## config.mk

```make
export PLATFORM = sky130hd
export DESIGN_NAME = rst_sequencer
export DESIGN_NICKNAME = d
export VERILOG_FILES = /design/src/rtl/rstseq_pkg.sv /design/src/rtl/rs_sync.sv /design/src/rtl/rs_pulse_qual.sv /design/src/rtl/rs_hold_ctr.sv /design/src/rtl/rst_sequencer.sv
export SDC_FILE = /design/constraint.sdc
export NUM_CORES = 1
export LEC_CHECK = 0
export ABC_CLOCK_PERIOD_IN_PS = 5100
export BUFFER_PORTS_ARGS = -buffer_cell sky130_fd_sc_hd__buf_2
export CAP_MARGIN = 20
export CORE_ASPECT_RATIO = 1.4
export CORE_MARGIN = 8
export CORE_UTILIZATION = 61
export CTS_BUF_LIST = sky130_fd_sc_hd__clkbuf_2
export DETAILED_ROUTE_END_ITERATION = 12
export GPL_ROUTABILITY_DRIVEN = 0
export PLACE_DENSITY = 0.86
export SLEW_MARGIN = 0
export SYNTH_ARGS = -nofsm -noshare
export SYNTH_HDL_FRONTEND = slang
export SYNTH_SLANG_ARGS = --single-unit
```

## constraint.sdc

```tcl
create_clock -name clk -period 5.1 [get_ports clk]
set_input_delay 0.51 -clock clk [delete_from_list [all_inputs] [get_ports clk]]
set_output_delay 0.51 -clock clk [all_outputs]
set_load 0.02 [all_outputs]
```

## src/rtl/rstseq_pkg.sv

```systemverilog
package rstseq_pkg;
  typedef enum logic [1:0] {
    ST_OFF  = 2'd0,
    ST_HOLD = 2'd1,
    ST_RUN  = 2'd2
  } seq_state_e;
endpackage

```

## src/rtl/rs_sync.sv

```systemverilog
module rs_sync #(
  parameter int unsigned         WIDTH   = 1,
  parameter int unsigned         STAGES  = 2,
  parameter logic [WIDTH-1:0]    RST_VAL = '0
) (
  input  logic             clk,
  input  logic             rst,
  input  logic [WIDTH-1:0] d,
  output logic [WIDTH-1:0] q
);
  logic [WIDTH-1:0] stg [STAGES];

  always_ff @(posedge clk) begin
    if (rst) begin
      for (int i = 0; i < STAGES; i++) stg[i] <= RST_VAL;
    end else begin
      stg[0] <= d;
      for (int i = 1; i < STAGES; i++) stg[i] <= stg[i-1];
    end
  end

  assign q = stg[STAGES-1];
endmodule

```

## src/rtl/rs_pulse_qual.sv

```systemverilog
module rs_pulse_qual #(
  parameter int unsigned MIN_PULSE = 4
) (
  input  logic clk,
  input  logic rst,
  input  logic lvl_n,
  output logic hit
);
  localparam int unsigned CW = (MIN_PULSE > 1) ? $clog2(MIN_PULSE) : 1;
  localparam logic [CW-1:0] CNT_TOP = CW'(MIN_PULSE - 1);

  logic [CW-1:0] cnt;

  always_ff @(posedge clk) begin
    if (rst || lvl_n) begin
      cnt <= '0;
      hit <= 1'b0;
    end else begin
      if (!hit && cnt != CNT_TOP) cnt <= cnt + 1'b1;
      hit <= hit | (cnt == CNT_TOP);
    end
  end
endmodule

```

## src/rtl/rs_hold_ctr.sv

```systemverilog
module rs_hold_ctr #(
  parameter int unsigned HOLD_LOG2 = 16
) (
  input  logic                 clk,
  input  logic                 rst,
  input  logic                 clr,
  input  logic                 en,
  output logic [HOLD_LOG2-1:0] cnt,
  output logic                 last
);
  localparam logic [HOLD_LOG2-1:0] CNT_MAX = '1;

  always_ff @(posedge clk) begin
    if (rst || clr) cnt <= '0;
    else if (en)    cnt <= cnt + 1'b1;
  end

  assign last = (cnt == CNT_MAX);
endmodule

```

## src/rtl/rst_sequencer.sv

```systemverilog
module rst_sequencer
  import rstseq_pkg::*;
#(
  parameter int unsigned        HOLD_LOG2 = 16,
  parameter int unsigned        MIN_PULSE = 4,
  parameter int unsigned        SYNC_STG  = 2,
  parameter int unsigned        ADDR_W    = 14,
  parameter logic [ADDR_W-1:0]  BOOT_ADDR = 14'h0800
) (
  input  logic              clk,
  input  logic              rst,
  input  logic              sup_above_rise,
  input  logic              sup_below_fall,
  input  logic              ext_rst_n,
  output logic              core_rst,
  output logic              periph_rst,
  output logic              stack_clr,
  output logic              irq_mask,
  output logic              stat_clr,
  output logic              boot_fetch,
  output logic [ADDR_W-1:0] boot_addr
);
  localparam int unsigned NIN = 3;
  localparam logic [NIN-1:0] SYNC_RST = 3'b110; // {ext_n=1, below=1, above=0}

  logic [NIN-1:0]       raw_in, sync_out;
  logic                 sup_hi_s, sup_lo_s, ext_s;
  logic                 ext_hit;
  logic                 cnt_clr, cnt_en, cnt_last;
  logic [HOLD_LOG2-1:0] hold_cnt;
  seq_state_e           state, nxt;

  assign raw_in = {ext_rst_n, sup_below_fall, sup_above_rise};

  rs_sync #(.WIDTH(NIN), .STAGES(SYNC_STG), .RST_VAL(SYNC_RST)) i_sync (
    .clk(clk), .rst(rst), .d(raw_in), .q(sync_out)
  );

  assign sup_hi_s = sync_out[0];
  assign sup_lo_s = sync_out[1];
  assign ext_s    = sync_out[2];

  rs_pulse_qual #(.MIN_PULSE(MIN_PULSE)) i_qual (
    .clk(clk), .rst(rst), .lvl_n(ext_s), .hit(ext_hit)
  );

  always_comb begin
    nxt = state;
    unique case (state)
      ST_OFF:  if (sup_hi_s && !sup_lo_s) nxt = ST_HOLD;
      ST_HOLD: begin
        if (sup_lo_s || !sup_hi_s)  nxt = ST_OFF;
        else if (ext_hit)           nxt = ST_HOLD;
        else if (cnt_last)          nxt = ST_RUN;
      end
      ST_RUN: begin
        if (sup_lo_s)     nxt = ST_OFF;
        else if (ext_hit) nxt = ST_HOLD;
      end
      default: nxt = ST_OFF;
    endcase
  end

  assign cnt_en  = (state == ST_HOLD);
  assign cnt_clr = (state != ST_HOLD) || (nxt != ST_HOLD) || ext_hit;

  rs_hold_ctr #(.HOLD_LOG2(HOLD_LOG2)) i_hold (
    .clk(clk), .rst(rst), .clr(cnt_clr), .en(cnt_en),
    .cnt(hold_cnt), .last(cnt_last)
  );

  always_ff @(posedge clk) begin
    if (rst) begin
      state      <= ST_OFF;
      core_rst   <= 1'b1;
      periph_rst <= 1'b1;
      stack_clr  <= 1'b1;
      irq_mask   <= 1'b1;
      stat_clr   <= 1'b1;
      boot_fetch <= 1'b0;
    end else begin
      state      <= nxt;
      core_rst   <= (nxt != ST_RUN);
      periph_rst <= (nxt != ST_RUN);
      stack_clr  <= (nxt != ST_RUN);
      irq_mask   <= (nxt != ST_RUN);
      stat_clr   <= (nxt != ST_RUN);
      boot_fetch <= (state != ST_RUN) && (nxt == ST_RUN);
    end
  end

  assign boot_addr = BOOT_ADDR;
endmodule

```

==> Implementation_results.wiki <==
{| class="wikitable"
! Metric !! Value
|-
| Outcome || completed
|-
| Sink of the worst hold path || i_sync.stg[0][2]
|-
| Die Footprint || 3980 um^2
|-
| Fraction of final layout cells with drive strength greater than 1 || 0.186
|-
| Hold Path Cell Cnt || 2
|-
| Placed instance area || 1310 um^2
|-
| Most common cell in the synthesized netlist || sky130_fd_sc_hd__dfxtp_1
|-
| Power per cell area || 264 nW/um^2
|-
| HPWL after DPL || 1740 um
|-
| Starting utilization of the core area || 0.631
|-
| Flop-to-flop setup slack || 3.25 ns
|-
| Crit path capture type || flop
|-
| Die boundary height || 71.5 um
|-
| Source-to-sink clock delay at the later pin of the worst-skew pair || 0.35 ns
|-
| Count of pins on the block boundary || 25
|-
| Tot Pwr || 357 uW
|-
| EDFF count, synth || 0
|-
| Relative slew margins || 0.618
|-
| Critical Setup Path Class || flop to flop
|-
| Sequence of cells on the critical path || nand4_4 > or4_1 > o21ai_2 > nor2_1
|-
| Time the final worst path needs with I/O delays and setup || 1.85 ns
|-
| Final layout net count || 162
|-
| Post-DR vias/cell || 5.30
|-
| Number of hold-repair buffers added at the cts stage || 0
|-
| Maximum vdd drop || 0.000209 V
|-
| Clock tree sinks || 29
|-
| Setup Fix Bufs, Post-CTS || 0
|-
| Achievable frequency || 0.539 GHz
|-
| Cell area after layout || 1350 um^2
|-
| Max Buffers Root-to-Sink || 2
|-
| Total of max-cap violations || 0
|-
| Worst-case clock skew || 0.00859 ns
|-
| Number of buffers added by the clock tree synthesis step || 5
|-
| Die Wd || 55.7 um
|-
| FF-to-FF End || i_hold.cnt[12]
|-
| Crit start category || flop
|-
| Core Box Area || 2130 um^2
|-
| Hold violation total from the final report || 0
|-
| Tightest Hold Check Type || primary input to flop
|-
| CP Data Arrival Time || 2.08 ns
|-
| Setup Total Neg Slack || 0 ns
|-
| Setup repair after global routing missed its margin || no
|-
| Crit-path max FO || 13
|-
| Wire length of the first global-routing pass || 3930 um
|-
| Slowest cell on the critical path || sky130_fd_sc_hd__or4_1
|-
| Area added between synthesis and finish || 0.653%
|-
| Count of input and output buffers || 10
|-
| Synth cell count leaders || 29 x sky130_fd_sc_hd__dfxtp_1, 18 x sky130_fd_sc_hd__buf_4, 18 x sky130_fd_sc_hd__nor2_1, 11 x sky130_fd_sc_hd__xnor2_1, 9 x sky130_fd_sc_hd__nor3_1
|-
| CP max stage delay || 0.57 ns
|-
| Total congestion overflow || 0
|-
| Synth unique cells || 34
|-
| Yosys warning count || 0
|-
| Leading register cell type out of synthesis || sky130_fd_sc_hd__dfxtp_1
|-
| Buffer type at the clock tree root || sky130_fd_sc_hd__clkbuf_2
|-
| Hold wc startpoint || ext_rst_n
|-
| Resize count post-CTS || 0
|-
| Detailed-route wire length || 2210 um
|-
| Ys async rst share || 0
|-
| Worst reg-to-reg path cell count || 4
|-
| Proportion of netlist area held by the largest area contributor || 0.432
|-
| Number of antenna violations at the first check in global routing || 0
|-
| TritonCTS clock tree || done
|-
| Dpl ws || 3.24 ns
|-
| CP required || 5.33 ns
|-
| Average wire per standard cell || 12.4 um
|-
| Per-instance average area after synthesis || 9.13 um^2
|-
| Mapped cell area || 1340 um^2
|-
| Largest net degree at the start of global routing || 14
|-
| Largest cells by area after synthesis || sky130_fd_sc_hd__dfxtp_1 43%, sky130_fd_sc_hd__buf_4 10%, sky130_fd_sc_hd__xnor2_1 7.2%
|-
| Row count || 20
|-
| Yosys reg bits || 29
|-
| H-tree depth || 2
|-
| Transition time at the pin with the least slew margin || 0.567 ns
|-
| Register area share after synthesis || 0.432
|-
| Final worst setup slack || 3.25 ns
|-
| Number of endpoints failing setup at the final stage || 0
|-
| Max-slew violations || 0
|-
| Number of detailed-routing iterations run before antenna repair || 4
|-
| 1st-iter DRT viols || 38
|-
| Antenna fix cells || 0
|-
| Final period util || 0.364
|-
| Vias in the first global route || 974
|-
| Global-route total usage across every layer || 0.123
|-
| Placed cells || 170
|-
| Gate Count Post-Synth || 147
|-
| Area leader, netlist || sky130_fd_sc_hd__dfxtp_1
|-
| Clock transition at the registers of the reported paths || 0.13 ns
|-
| Antenna viol nets, final || 0
|-
| Static leakage power || 0.000481 uW
|-
| Vias post-DR || 944
|-
| Count of non-filler cells in the finished layout || 178
|-
| Drc violations || 0
|-
| Startpoint of the worst register-to-register path || i_hold.cnt[4]
|-
| Number of filler cells placed in the layout || 187
|}
## report_power, final
group / leakage [uW] / switching (uW) / internal, uW
Clock: 0.0000332 / 70.8 / 40.5
Sequential: 0.000235 / 1.18 / 229
Combinational: 0.000212 / 12.3 / 3.17
Total: 0.000481 / 84.2 / 273
## critical path: cells and delay by family, from the launching register on
family	cells	cell delay (ns)
and+or+nand+nor	3	0.85
DFF	1	0.47
AOI/OAI and AO/OA	1	0.42
## through the flow
step                      hold slack (ns)  utilization
after global placement              0.395        0.616
after detailed placement            0.400        0.616
after floorplan                     0.389            -
after global routing                0.305        0.635
final                               0.340        0.635
after CTS                           0.322        0.635
## flip-flops by register name, summed over array words and instances (netlist names)
signal	cells
stat_clr	1
boot_fetch	1
i_qual.hit	1
i_hold.cnt	16
i_sync.stg	6
state	2
i_qual.cnt	2
## worst max-delay path by stage
stage                     slack [ns]           from  cells past startpoint        endpoint
after floorplan                 3.51  i_hold.cnt[4]                      5  i_hold.cnt[10]
after global routing            3.07  i_hold.cnt[4]                      4   i_hold.cnt[9]
after detailed placement        3.24  i_hold.cnt[4]                      4  i_hold.cnt[11]
after global placement          3.33  i_hold.cnt[4]                      4  i_hold.cnt[13]
after CTS                       3.24  i_hold.cnt[4]                      4  i_hold.cnt[11]
final                           3.25  i_hold.cnt[4]                      4  i_hold.cnt[12]
## logic make-up (layout without fill, tap and decap cells)
| group | after synthesis | count (layout) | share of synthesized area |
|---|---|---|---|
| other | 2 | 14 | 0.00559 |
| and+or+nand+nor | 67 | 67 | 0.281 |
| xor gates and xnor gates | 12 | 12 | 0.0783 |
| DFF | 29 | 29 | 0.432 |
| muxes | 1 | 1 | 0.00746 |
| buffers and inverters | 24 | 21 | 0.123 |
| adders and majority gates | 2 | 2 | 0.0186 |
| AOI/OAI and AO/OA | 10 | 10 | 0.0531 |
## routing by layer
layer  routed length (um)  vias to the layer above  global-route usage
met1                  865                      436               0.107
li1                     -                      488                   -
met4                   46                        0              0.0742
met5                    0                        -                   0
met2                 1190                       14               0.216
met3                  105                        6              0.0654
## placed cells by master, fill, tap and decap left out, drive strengths merged, types with 3 or more instances in the layout
cell type,netlist,routed
inv,3,3
nand3,6,6
xnor2,11,11
buf,19,10
nand2,8,8
clkbuf,2,8
or2,5,5
dfxtp,29,29
nor4,7,7
conb,2,14
nor2b,3,3
nor3,9,9
nor2,18,18
## area by class of cell
class | count | area (um^2) | area share
multi-input combinational | 106 | 642 | 0.475
sequential | 29 | 581 | 0.430
timing repair buffer | 10 | 50.0 | 0.0370
clock buffer | 8 | 40.0 | 0.0296
tap | 22 | 27.5 | 0.0204
inverter | 3 | 11.3 | 0.00833
No activity file was read; power rests on OpenSTA's default activity.
